<file path="src/rtl/sched_pkg.sv">
package sched_pkg;
  localparam int unsigned DEF_TASKS = 16;
  localparam int unsigned DEF_PC_W  = 12;

  function automatic int unsigned idx_width(input int unsigned n);
    return (n < 2) ? 1 : $clog2(n);
  endfunction
endpackage

</file>
<file path="src/rtl/sched_req_track.sv">
module sched_req_track #(
  parameter int unsigned NUM_TASKS = 16,
  parameter int unsigned TASK_W    = 4
) (
  input  logic                 clk,
  input  logic                 rst,
  input  logic [NUM_TASKS-1:0] wakeup,
  input  logic                 cmd_en,
  input  logic [TASK_W-1:0]    cmd_task,
  input  logic                 preempt,
  input  logic [TASK_W-1:0]    preempt_task,
  input  logic [TASK_W-1:0]    sel_task,
  output logic [NUM_TASKS-1:0] pending
);
  logic [NUM_TASKS-1:0] wake_q;
  logic [NUM_TASKS-1:0] ready_q;
  logic [NUM_TASKS-1:0] ready_d;
  logic [NUM_TASKS-1:0] sel_mask;

  for (genvar t = 0; t < NUM_TASKS; t++) begin : g_bit
    assign sel_mask[t] = (sel_task == TASK_W'(t));
    always_comb begin
      ready_d[t] = ready_q[t] & ~sel_mask[t];
      if (preempt && preempt_task == TASK_W'(t)) ready_d[t] = 1'b1;
      if (cmd_en && cmd_task == TASK_W'(t))       ready_d[t] = 1'b1;
    end
    if (t == 0) begin : g_base
      always_ff @(posedge clk) begin
        if (rst) wake_q[t] <= 1'b1;
        else     wake_q[t] <= 1'b1;
      end
    end else begin : g_dev
      always_ff @(posedge clk) begin
        if (rst) wake_q[t] <= 1'b0;
        else     wake_q[t] <= wakeup[t];
      end
    end
  end

  always_ff @(posedge clk) begin
    if (rst) ready_q <= '0;
    else     ready_q <= ready_d;
  end

  // a task already chosen for the coming cycle is not offered again
  assign pending = wake_q | (ready_q & ~sel_mask);


  preempted_ready_chk: assert property (@(posedge clk) disable iff (rst)
    (preempt && !(cmd_en && cmd_task == sel_task)) |=> ready_q[$past(preempt_task)]);


  base_task_pending_chk: assert property (@(posedge clk) disable iff (rst)
    !rst |=> pending[0]);
endmodule

</file>
<file path="src/rtl/sched_prio_enc.sv">
module sched_prio_enc #(
  parameter int unsigned NUM_TASKS = 16,
  parameter int unsigned TASK_W    = 4
) (
  input  logic [NUM_TASKS-1:0] req,
  output logic [TASK_W-1:0]    best
);
  always_comb begin
    best = '0;
    for (int i = 0; i < NUM_TASKS; i++) begin
      if (req[i]) best = TASK_W'(i);
    end
  end
endmodule

</file>
<file path="src/rtl/sched_pc_mem.sv">
module sched_pc_mem #(
  parameter int unsigned NUM_TASKS = 16,
  parameter int unsigned TASK_W    = 4,
  parameter int unsigned PC_W      = 12
) (
  input  logic              clk,
  input  logic              rst,
  input  logic [TASK_W-1:0] wr_task,
  input  logic [PC_W-1:0]   wr_pc,
  input  logic [TASK_W-1:0] rd_task,
  output logic [PC_W-1:0]   rd_pc
);
  logic [PC_W-1:0]      mem [NUM_TASKS];
  logic [NUM_TASKS-1:0] valid_q;
  logic [PC_W-1:0]      rd_q;
  logic [PC_W-1:0]      byp_q;
  logic                 hit_q;
  logic                 vld_q;

  // plain array with one write and one registered read port
  always_ff @(posedge clk) begin
    mem[wr_task] <= wr_pc;
    rd_q         <= mem[rd_task];
  end

  always_ff @(posedge clk) begin
    if (rst) begin
      valid_q <= '0;
      hit_q   <= 1'b0;
      vld_q   <= 1'b0;
      byp_q   <= '0;
    end else begin
      valid_q[wr_task] <= 1'b1;
      hit_q            <= (rd_task == wr_task);
      vld_q            <= valid_q[rd_task];
      byp_q            <= wr_pc;
    end
  end

  always_comb begin
    if (hit_q)      rd_pc = byp_q;
    else if (vld_q) rd_pc = rd_q;
    else            rd_pc = '0;
  end


  same_entry_bypass_chk: assert property (@(posedge clk) disable iff (rst)
    (rd_task == wr_task) |=> rd_pc == $past(wr_pc));
endmodule

</file>
<file path="src/rtl/utask_sched.sv">
module utask_sched
  import sched_pkg::*;
#(
  parameter int unsigned NUM_TASKS = DEF_TASKS,
  parameter int unsigned PC_W      = DEF_PC_W,
  localparam int unsigned TASK_W   = idx_width(NUM_TASKS)
) (
  input  logic                 clk,
  input  logic                 rst,
  input  logic [NUM_TASKS-1:0] wakeup,
  input  logic                 ready_cmd_en,
  input  logic [TASK_W-1:0]    ready_cmd_task,
  input  logic [PC_W-1:0]      calc_next_pc,
  input  logic                 block,
  input  logic                 hold,
  output logic [PC_W-1:0]      uaddr,
  output logic [TASK_W-1:0]    next_task,
  output logic [TASK_W-1:0]    cur_task,
  output logic [TASK_W-1:0]    prev_task,
  output logic                 switched
);
  logic [NUM_TASKS-1:0] pending;
  logic [TASK_W-1:0]    enc_best;
  logic [TASK_W-1:0]    best_q;
  logic [PC_W-1:0]      best_pc;
  logic [PC_W-1:0]      eff_pc;
  logic                 give_up;
  logic                 change;
  logic                 preempt;

  // stage 1: request capture and ranking
  sched_req_track #(.NUM_TASKS(NUM_TASKS), .TASK_W(TASK_W)) u_req (
    .clk(clk), .rst(rst), .wakeup(wakeup),
    .cmd_en(ready_cmd_en), .cmd_task(ready_cmd_task),
    .preempt(preempt), .preempt_task(cur_task),
    .sel_task(next_task), .pending(pending)
  );

  sched_prio_enc #(.NUM_TASKS(NUM_TASKS), .TASK_W(TASK_W)) u_enc (
    .req(pending), .best(enc_best)
  );

  sched_pc_mem #(.NUM_TASKS(NUM_TASKS), .TASK_W(TASK_W), .PC_W(PC_W)) u_pcs (
    .clk(clk), .rst(rst),
    .wr_task(cur_task), .wr_pc(eff_pc),
    .rd_task(enc_best), .rd_pc(best_pc)
  );

  // stage 2: selection of the following task
  assign give_up   = block & ~hold;
  assign next_task = give_up ? best_q : ((best_q > cur_task) ? best_q : cur_task);
  assign change    = (next_task != cur_task);
  assign preempt   = change & ~give_up;
  assign eff_pc    = hold ? uaddr : calc_next_pc;

  always_ff @(posedge clk) begin
    if (rst) begin
      best_q    <= '0;
      cur_task  <= '0;
      prev_task <= '0;
      uaddr     <= '0;
      switched  <= 1'b0;
    end else begin
      best_q    <= enc_best;
      cur_task  <= next_task;
      prev_task <= cur_task;
      uaddr     <= change ? best_pc : eff_pc;
      switched  <= change;
    end
  end


  highest_pending_chk: assert property (@(posedge clk) disable iff (rst)
    (|pending) |-> (pending[enc_best] && ((pending >> enc_best) == NUM_TASKS'(1))));


  no_lower_unless_block_chk: assert property (@(posedge clk) disable iff (rst)
    (!block || hold) |-> next_task >= cur_task);


  block_drops_chk: assert property (@(posedge clk) disable iff (rst)
    (block && !hold && best_q < cur_task) |=> switched);


  hold_repeats_chk: assert property (@(posedge clk) disable iff (rst)
    (hold && next_task == cur_task) |=> uaddr == $past(uaddr));


  task_shift_chk: assert property (@(posedge clk) disable iff (rst)
    !rst |=> (cur_task == $past(next_task)) && (prev_task == $past(cur_task)));
endmodule

</file>
<file path="config.mk">
export PLATFORM = sky130hd
export DESIGN_NAME = utask_sched
export DESIGN_NICKNAME = d
export VERILOG_FILES = /design/src/rtl/sched_pkg.sv /design/src/rtl/sched_req_track.sv /design/src/rtl/sched_prio_enc.sv /design/src/rtl/sched_pc_mem.sv /design/src/rtl/utask_sched.sv
export SDC_FILE = /design/constraint.sdc
export NUM_CORES = 1
export LEC_CHECK = 0
export BUFFER_PORTS_ARGS = -buffer_cell sky130_fd_sc_hd__buf_2
export CORE_MARGIN = 10
export CORE_UTILIZATION = 30
export DETAILED_ROUTE_END_ITERATION = 8
export PLACE_DENSITY_LB_ADDON = 0.25
export SYNTH_ARGS = -nofsm -noshare
export SYNTH_HDL_FRONTEND = slang
export SYNTH_SLANG_ARGS = --single-unit
</file>
<file path="constraint.sdc">
create_clock -name clk -period 3.9 [get_ports clk]
set_clock_uncertainty 0.05 [all_clocks]
set_input_delay 0.195 -clock clk [delete_from_list [all_inputs] [get_ports clk]]
set_output_delay 0.195 -clock clk [all_outputs]
set_load 0.005 [all_outputs]
</file>
* Word level (Yosys, flattened, before mapping)
Memory sizes are Yosys's and may differ from the RTL's. A register that Yosys moved wholly into a read port is not among the register bits.
Cells that the tools add are included.
** Storage, ports and cells
- Bits in registers :: 86
- RAM bits :: 192
- Output and inout bits :: 25
- Word-level logic and storage cells :: 210
- Memories :: 1
** Cells by class
- Magnitude comparators :: 4
- Equality and inequality tests :: 47
- Multiplexer cells :: 57
- Bitwise gates (word level) :: 40
- Reduce and logical (&&, ||, !) cells :: 36
** Memory list
- u_pcs.mem :: depth 16, width 12, read ports 1, clocked after Yosys merged registers in 1, wr ports 1, line sched_pc_mem.sv:13 : logic [PC_W-1:0] mem [NUM_TASKS];
** Operators by type and width (count)
- $eq A4 B4 Y1 const B :: 24
- $eq A4 B3 Y1 const B :: 12
- $mux W12 :: 4
- $mux W4 :: 10
- $mux W1 :: 35
- $logic_and A1 B1 Y1 :: 33
- $or A16 B16 Y16 :: 2
- $eq A4 B2 Y1 const B :: 6
- $and A1 B1 Y1 :: 18
- $not A1 Y1 :: 18
- $and A16 B16 Y16 :: 1
- $not A16 Y16 :: 1
- $eq A4 B1 Y1 const B :: 3
- $logic_not A4 Y1 :: 3
- $mux W3 :: 4
- $lt A4 B5 Y1 const B :: 2
- $bmux W1 S4 :: 1
- $demux W1 S4 :: 1
- $eq A4 B4 Y1 :: 1
- $ge A4 B1 Y1 const B :: 1
- $gt A4 B4 Y1 :: 1
- $mux W2 :: 2
- $ne A4 B4 Y1 :: 1

* Depth between registers and ports, before layout
- Word-level depth :: 24
- Mapped depth :: 17
- Depth with buffers taken out :: 13

* By module
Synthesis repeated with hierarchy kept, for this count alone.
** Unflattened totals
- Cells, all modules :: 719
- Area, all modules :: 11414.7 um^2
** Modules (own cells, without submodules)
- sched_pc_mem :: times used 1, cells each 430, area an instance 8759.7 um^2
- sched_req_track :: times used 1, cells each 135, area an instance 1275.0 um^2
- utask_sched :: times used 1, cells each 129, area an instance 1238.7 um^2
- sched_prio_enc :: times used 1, cells each 25, area an instance 141.4 um^2

* Worst setup path after synthesis
No wires, ideal clock.
- Kind :: reg2reg
- Start :: register cur_task[1]
- End :: register u_pcs.vld_q
- Data arrival time :: 3.405 ns
- Data required time :: 3.719 ns
- Slack :: 0.314 ns
- Stages on the path, launching flop included :: 14
- Path buffers :: 2
- Period minus slack after synthesis :: 3.586 ns
- Path through :: dfxtp_1 > buf_2 > nand2b_1 > nor3_1 > nand3_1 > and3_4 > nor3b_4 > o211ai_1 > and2_1 > buf_4 > or3_1 > o31ai_1 > nand4b_1 > o41ai_1
** Between the ends
- Cells in the longest elaborated chain, start to end :: 24
- Elaborated cells between the ends (all ways) :: 38
- Those cells by class :: order compare: 1; eq/ne: 15; mux: 19; bitwise: 3
** RTL lines
- start: declaration :: line utask_sched.sv:18 : output logic [TASK_W-1:0] cur_task,
- start signal: assignment :: line utask_sched.sv:65 : cur_task <= next_task;
- $gt A4 B4 Y1 :: line utask_sched.sv:51 : assign next_task = give_up ? best_q : ((best_q > cur_task) ? best_q : cur_task);
- $mux W4 (*) (2 in a row) :: line utask_sched.sv:51
- $eq A4 B1 Y1 :: line sched_req_track.sv:21 : assign sel_mask[t] = (sel_task == TASK_W'(t));
- $not A16 Y16 (*) :: line sched_req_track.sv:46 : assign pending = wake_q | (ready_q & ~sel_mask);
- $and A16 B16 Y16 (*) :: line sched_req_track.sv:46
- $or A16 B16 Y16 (*) :: line sched_req_track.sv:46
- $mux W1 :: line sched_prio_enc.sv:11 : if (req[i]) best = TASK_W'(i);
- $mux W2 (2 in a row) :: line sched_prio_enc.sv:11
- $mux W3 (4 in a row) :: line sched_prio_enc.sv:11
- $mux W4 (7 in a row) :: line sched_prio_enc.sv:11
- $mux W4 (*) :: line sched_prio_enc.sv:11
- $bmux W1 S4 (*) :: line sched_pc_mem.sv:35 : vld_q <= valid_q[rd_task];
- $mux W1 (not written as such) (*) :: line sched_pc_mem.sv:35
- end signal: assignment :: line sched_pc_mem.sv:35
- end: declaration :: line sched_pc_mem.sv:18 : logic vld_q;
Every way passes the cells marked *; elsewhere a longest branch is shown, timed or not. The select of a mux whose other input is x is not followed.
A chain may end at the register's enable or synchronous reset.

* Worst setup path in the final report
- Start :: register cur_task[1]
- End :: register u_pcs.rd_q[9], read port of u_pcs.mem
** Between the ends
- Cells in the longest elaborated chain, start to end :: 22
- Elaborated cells between the ends (all ways) :: 36
- Those cells by class :: order compare: 1; eq/ne: 15; mux: 17; bitwise: 3
** RTL lines
- $gt A4 B4 Y1 :: line utask_sched.sv:51
- $mux W4 (*) (2 in a row) :: line utask_sched.sv:51
- $eq A4 B1 Y1 :: line sched_req_track.sv:21
- $not A16 Y16 (*) :: line sched_req_track.sv:46
- $and A16 B16 Y16 (*) :: line sched_req_track.sv:46
- $or A16 B16 Y16 (*) :: line sched_req_track.sv:46
- $mux W1 :: line sched_prio_enc.sv:11
- $mux W2 (2 in a row) :: line sched_prio_enc.sv:11
- $mux W3 (4 in a row) :: line sched_prio_enc.sv:11
- $mux W4 (7 in a row) :: line sched_prio_enc.sv:11
- $mux W4 (*) :: line sched_prio_enc.sv:11
- end: declaration :: line sched_pc_mem.sv:15 : logic [PC_W-1:0] rd_q;
Every way passes the cells marked *; elsewhere a longest branch is shown, timed or not.

==> flow_summary.toml <==
[outcome]
status = "finished, final reports clean"

[placed_design]
placed_cells = 1550
portBuffers = 60
dp_hpwl_mm = 20.7
placed_cell_area_mm2 = 0.0132
finalWeightedCongestion = 0.876
place_ws_ns = -0.0389

[timing]
rsz0062_at_grt = "yes"
final.setup.worst_slack_ns = 0.226
period_needed_ns = 3.67
fmax_mhz = 272
min_period_over_period_pct = 94.2
setup_viol = 0
maxSlewViolCount = 0
relSlewSlack_pct = 40.6
fin_setup_tns_ns = 0
hold_viol = 0
worst_slew_pin_slew_ns = 0.889

[clock_network]
cts_tree = "built"
insertion_delay_ns = 0.55
clockRootBuffer = "clkbuf_16"
ctsHtreeMaxLevel = 1
cts_buffer_depth = 3
clk_pin_slew_ns = 0.06
cts_buffers = 30
cts.sinks = 289

[worst_setup_path]
cp-end-kind = "register"
timing.critical_path.buf_inv = 5
max_stage_delay_ns = 0.35
reg2reg_slack_ns = 0.23
required_ns = 4.29
cp.arrival_ns = 4.06
crit_slowest_cell = "nor4b_4"
regToRegEndpoint = "u_pcs.rd_q[9]$_DFF_P_"
crit_path_max_fanout = 22
critPathKind = "reg -> reg"
cp_top_family = "simple AND/OR/NAND/NOR gates"
reg2reg_from = "cur_task[1]$_SDFF_PP0_"
reg2regPathDepth = 17
start_kind = "register"
cp_cell_sequence = "inv_1, ha_1, nor2b_2, o2111a_2, buf_4, nor4b_4, a311oi_2, buf_4, o21ai_0, o22ai_2, nor2_8, buf_12, buf_4, mux2i_1, o22ai_1, nor3_1, nand2_1"
crit_top_cell = "buf_4"

[grt]
grt_usage_pct = 12.3
grt_pass1_vias = 8126
grt_pass1_wl_mm = 46.5
antenna_found_initial = 0
grt_max_degree = 41
grt.overflow.total = 0

[floorplanning]
io_pins = 62
fp.coreArea_mm2 = 0.0389
die_h_um = 219
dieArea_mm2 = 0.0480
initial_utilization_pct = 30.6
fp-row-count = 72
die_w_um = 219

[routing]
post_drt_wl_per_cell_um = 18.5
num_vias = 7962
wirelength_mm = 30.3
firstDrtPassIters = 5
postRouteAntennaNets = 0
via_per_inst = 4.87
drt_iter0_markers = 405
drc = 0

[finish]
multi_input_area_mm2 = 0.00396
stdcell_count = 1634
register_area_mm2 = 0.00771
drive_above_1_share_pct = 21.4
antenna_cells = 0
final_common_cell = "edfxtp_1"
nNetsFinal = 1133
stdcell_area_mm2 = 0.0144
mostFrequentLayoutCells = "192 x edfxtp_1, 110 x nor2_1, 97 x dfxtp_1"
area_growth_pct = 21.3
fillers = 3825

[yosys]
yosysUniqueCellTypes = 68
async_flop_share_pct = 0
synth.net_count = 994
synth_seq_cells = 289
ys_seq_area_share_pct = 64.8
synth_area_leaders = "edfxtp_1 48%, dfxtp_1 16%, mux2i_1 5.6%, nor2_1 3.5%, a21oi_1 2.4%"
synth_area_mm2 = 0.0119
syn_inst = 953
yosysTopAreaCellShare_pct = 48.5
synth-main-ff-cell = "edfxtp_1"
synth_edf_count = 192
synth_warnings = 0
yosysTopAreaCell = "edfxtp_1"
syn_area_per_cell_um2 = 12.5

[power]
power_density_mw_per_mm2 = 557
max-vdd-ir-drop_mv = 0.350
p_leak_nw = 5.18

[min_path]
holdPathEnd = "u_req.ready_q[13]$_SDFF_PP0_"
min-delay-start = "ready_cmd_task[2]"
holdPathStages = 3
hp-class = "in -> reg"

[job]
cap_violations = 0
==> cell usage after synthesis (10+ instances only) <==
cell / n
a211oi_1: 24
a21oi_1: 56
a22oi_1: 15
a31oi_1: 13
buf_2: 10
buf_4: 10
clkbuf_1: 27
dfxtp_1: 97
edfxtp_1: 192
inv_1: 11
mux2_2: 14
mux2i_1: 66
nand2_1: 57
nand3_1: 19
nor2_1: 111
nor2b_1: 39
nor3_1: 32
nor3b_1: 13
o21ai_0: 29
o22ai_1: 12
==> how the worst max path moves through the flow <==
stage | startpoint | to | slack [ns] | cells past startpoint
final | cur_task[1]$_SDFF_PP0_ | u_pcs.rd_q[9]$_DFF_P_ | 0.23 | 17
after floorplan | cur_task[1]$_SDFF_PP0_ | u_pcs.vld_q$_SDFF_PP0_ | 0.31 | 13
after detailed placement | cur_task[1]$_SDFF_PP0_ | u_pcs.rd_q[2]$_DFF_P_ | -0.04 | 13
after CTS | cur_task[3]$_SDFF_PP0_ | u_pcs.rd_q[9]$_DFF_P_ | 0.004 | 16
after global placement | cur_task[1]$_SDFF_PP0_ | u_pcs.rd_q[2]$_DFF_P_ | -0.04 | 13
after global routing | cur_task[1]$_SDFF_PP0_ | u_pcs.rd_q[2]$_DFF_P_ | -0.05 | 16
==> power by group <==
part	internal, W	switching (W)	leakage (nW)
registers	0.00362	0.0000880	2.57
logic	0.000663	0.00101	2.16
clock network	0.00152	0.00115	0.456
==> per-stage QoR <==
step / power (W) / hold WS, ns / util [%]
5_1_grt: 0.00841 / 0.0332 / 37.1
2_1_floorplan: 0.00478 / 0.228 / -
4_1_cts: 0.00808 / 0.00600 / 36.8
6_report: 0.00804 / 0.0301 / 37.1
3_5_place_dp: 0.00539 / 0.358 / 33.9
3_3_place_gp: 0.00538 / 0.354 / 33.9
==> tightest hold or removal path, delay by kind of cell <==
kind,cells,cell delay [ns]
AO/OA/AOI/OAI,2,0.23
buffers and inverters,1,0.16
==> sequential cells by signal, indices dropped and copies added, names as in the netlist <==
signal	count
u_pcs.mem	192
u_pcs.valid_q	16
u_req.ready_q	15
u_req.wake_q	15
u_pcs.byp_q	12
u_pcs.rd_q	12
uaddr	12
best_q	4
cur_task	4
prev_task	4
switched	1
u_pcs.hit_q	1
u_pcs.vld_q	1
==> area by class of cell <==
class	count	share of cell area [%]
Sequential cell	289	53.4
Clock inverter	11	0.468
Inverter	11	0.286
Clock buffer	45	5.94
Tap cell	518	4.49
Multi-Input combinational cell	602	27.4
Timing Repair Buffer	158	7.96
==> cells by family (layout without fill, tap and decap cells) <==
kind of cell | Yosys count | count (layout) | share of synthesized area [%]
adders and majority gates | 4 | 4 | 0.421
buffers and inverters | 63 | 225 | 2.66
DFF | 289 | 289 | 64.8
muxes | 81 | 81 | 6.97
xor gates and xnor gates | 8 | 8 | 0.589
and+or+nand+nor | 312 | 313 | 13.2
AOI/OAI and AO/OA | 196 | 196 | 11.3
==> routing by layer <==
metal  part of all wire, %  routed length [um]  vias up  GRT usage [%]
met5                     0                   0        -              0
met4                   2.2                 661        0           3.22
met3                   3.2                 983       47           1.99
met2                    50               15100      132           21.6
met1                    45               13500     3944           15.4
li1                      -                   -     3839              -
==> repair_timing <==
| item | 4_1_cts | 5_1_grt |
|---|---|---|
| resized for setup | 1 | 10 |
| hold buffers | 20 | 0 |
| pin swaps | 0 | 5 |
| gates cloned | 0 | 1 |
| buffers inserted | 0 | 7 |
| setup endpoints to repair | 3 | 14 |
| endpoints found under the hold margin | 21 | 0 |
Note: power is estimated with default switching activity, not from simulation.
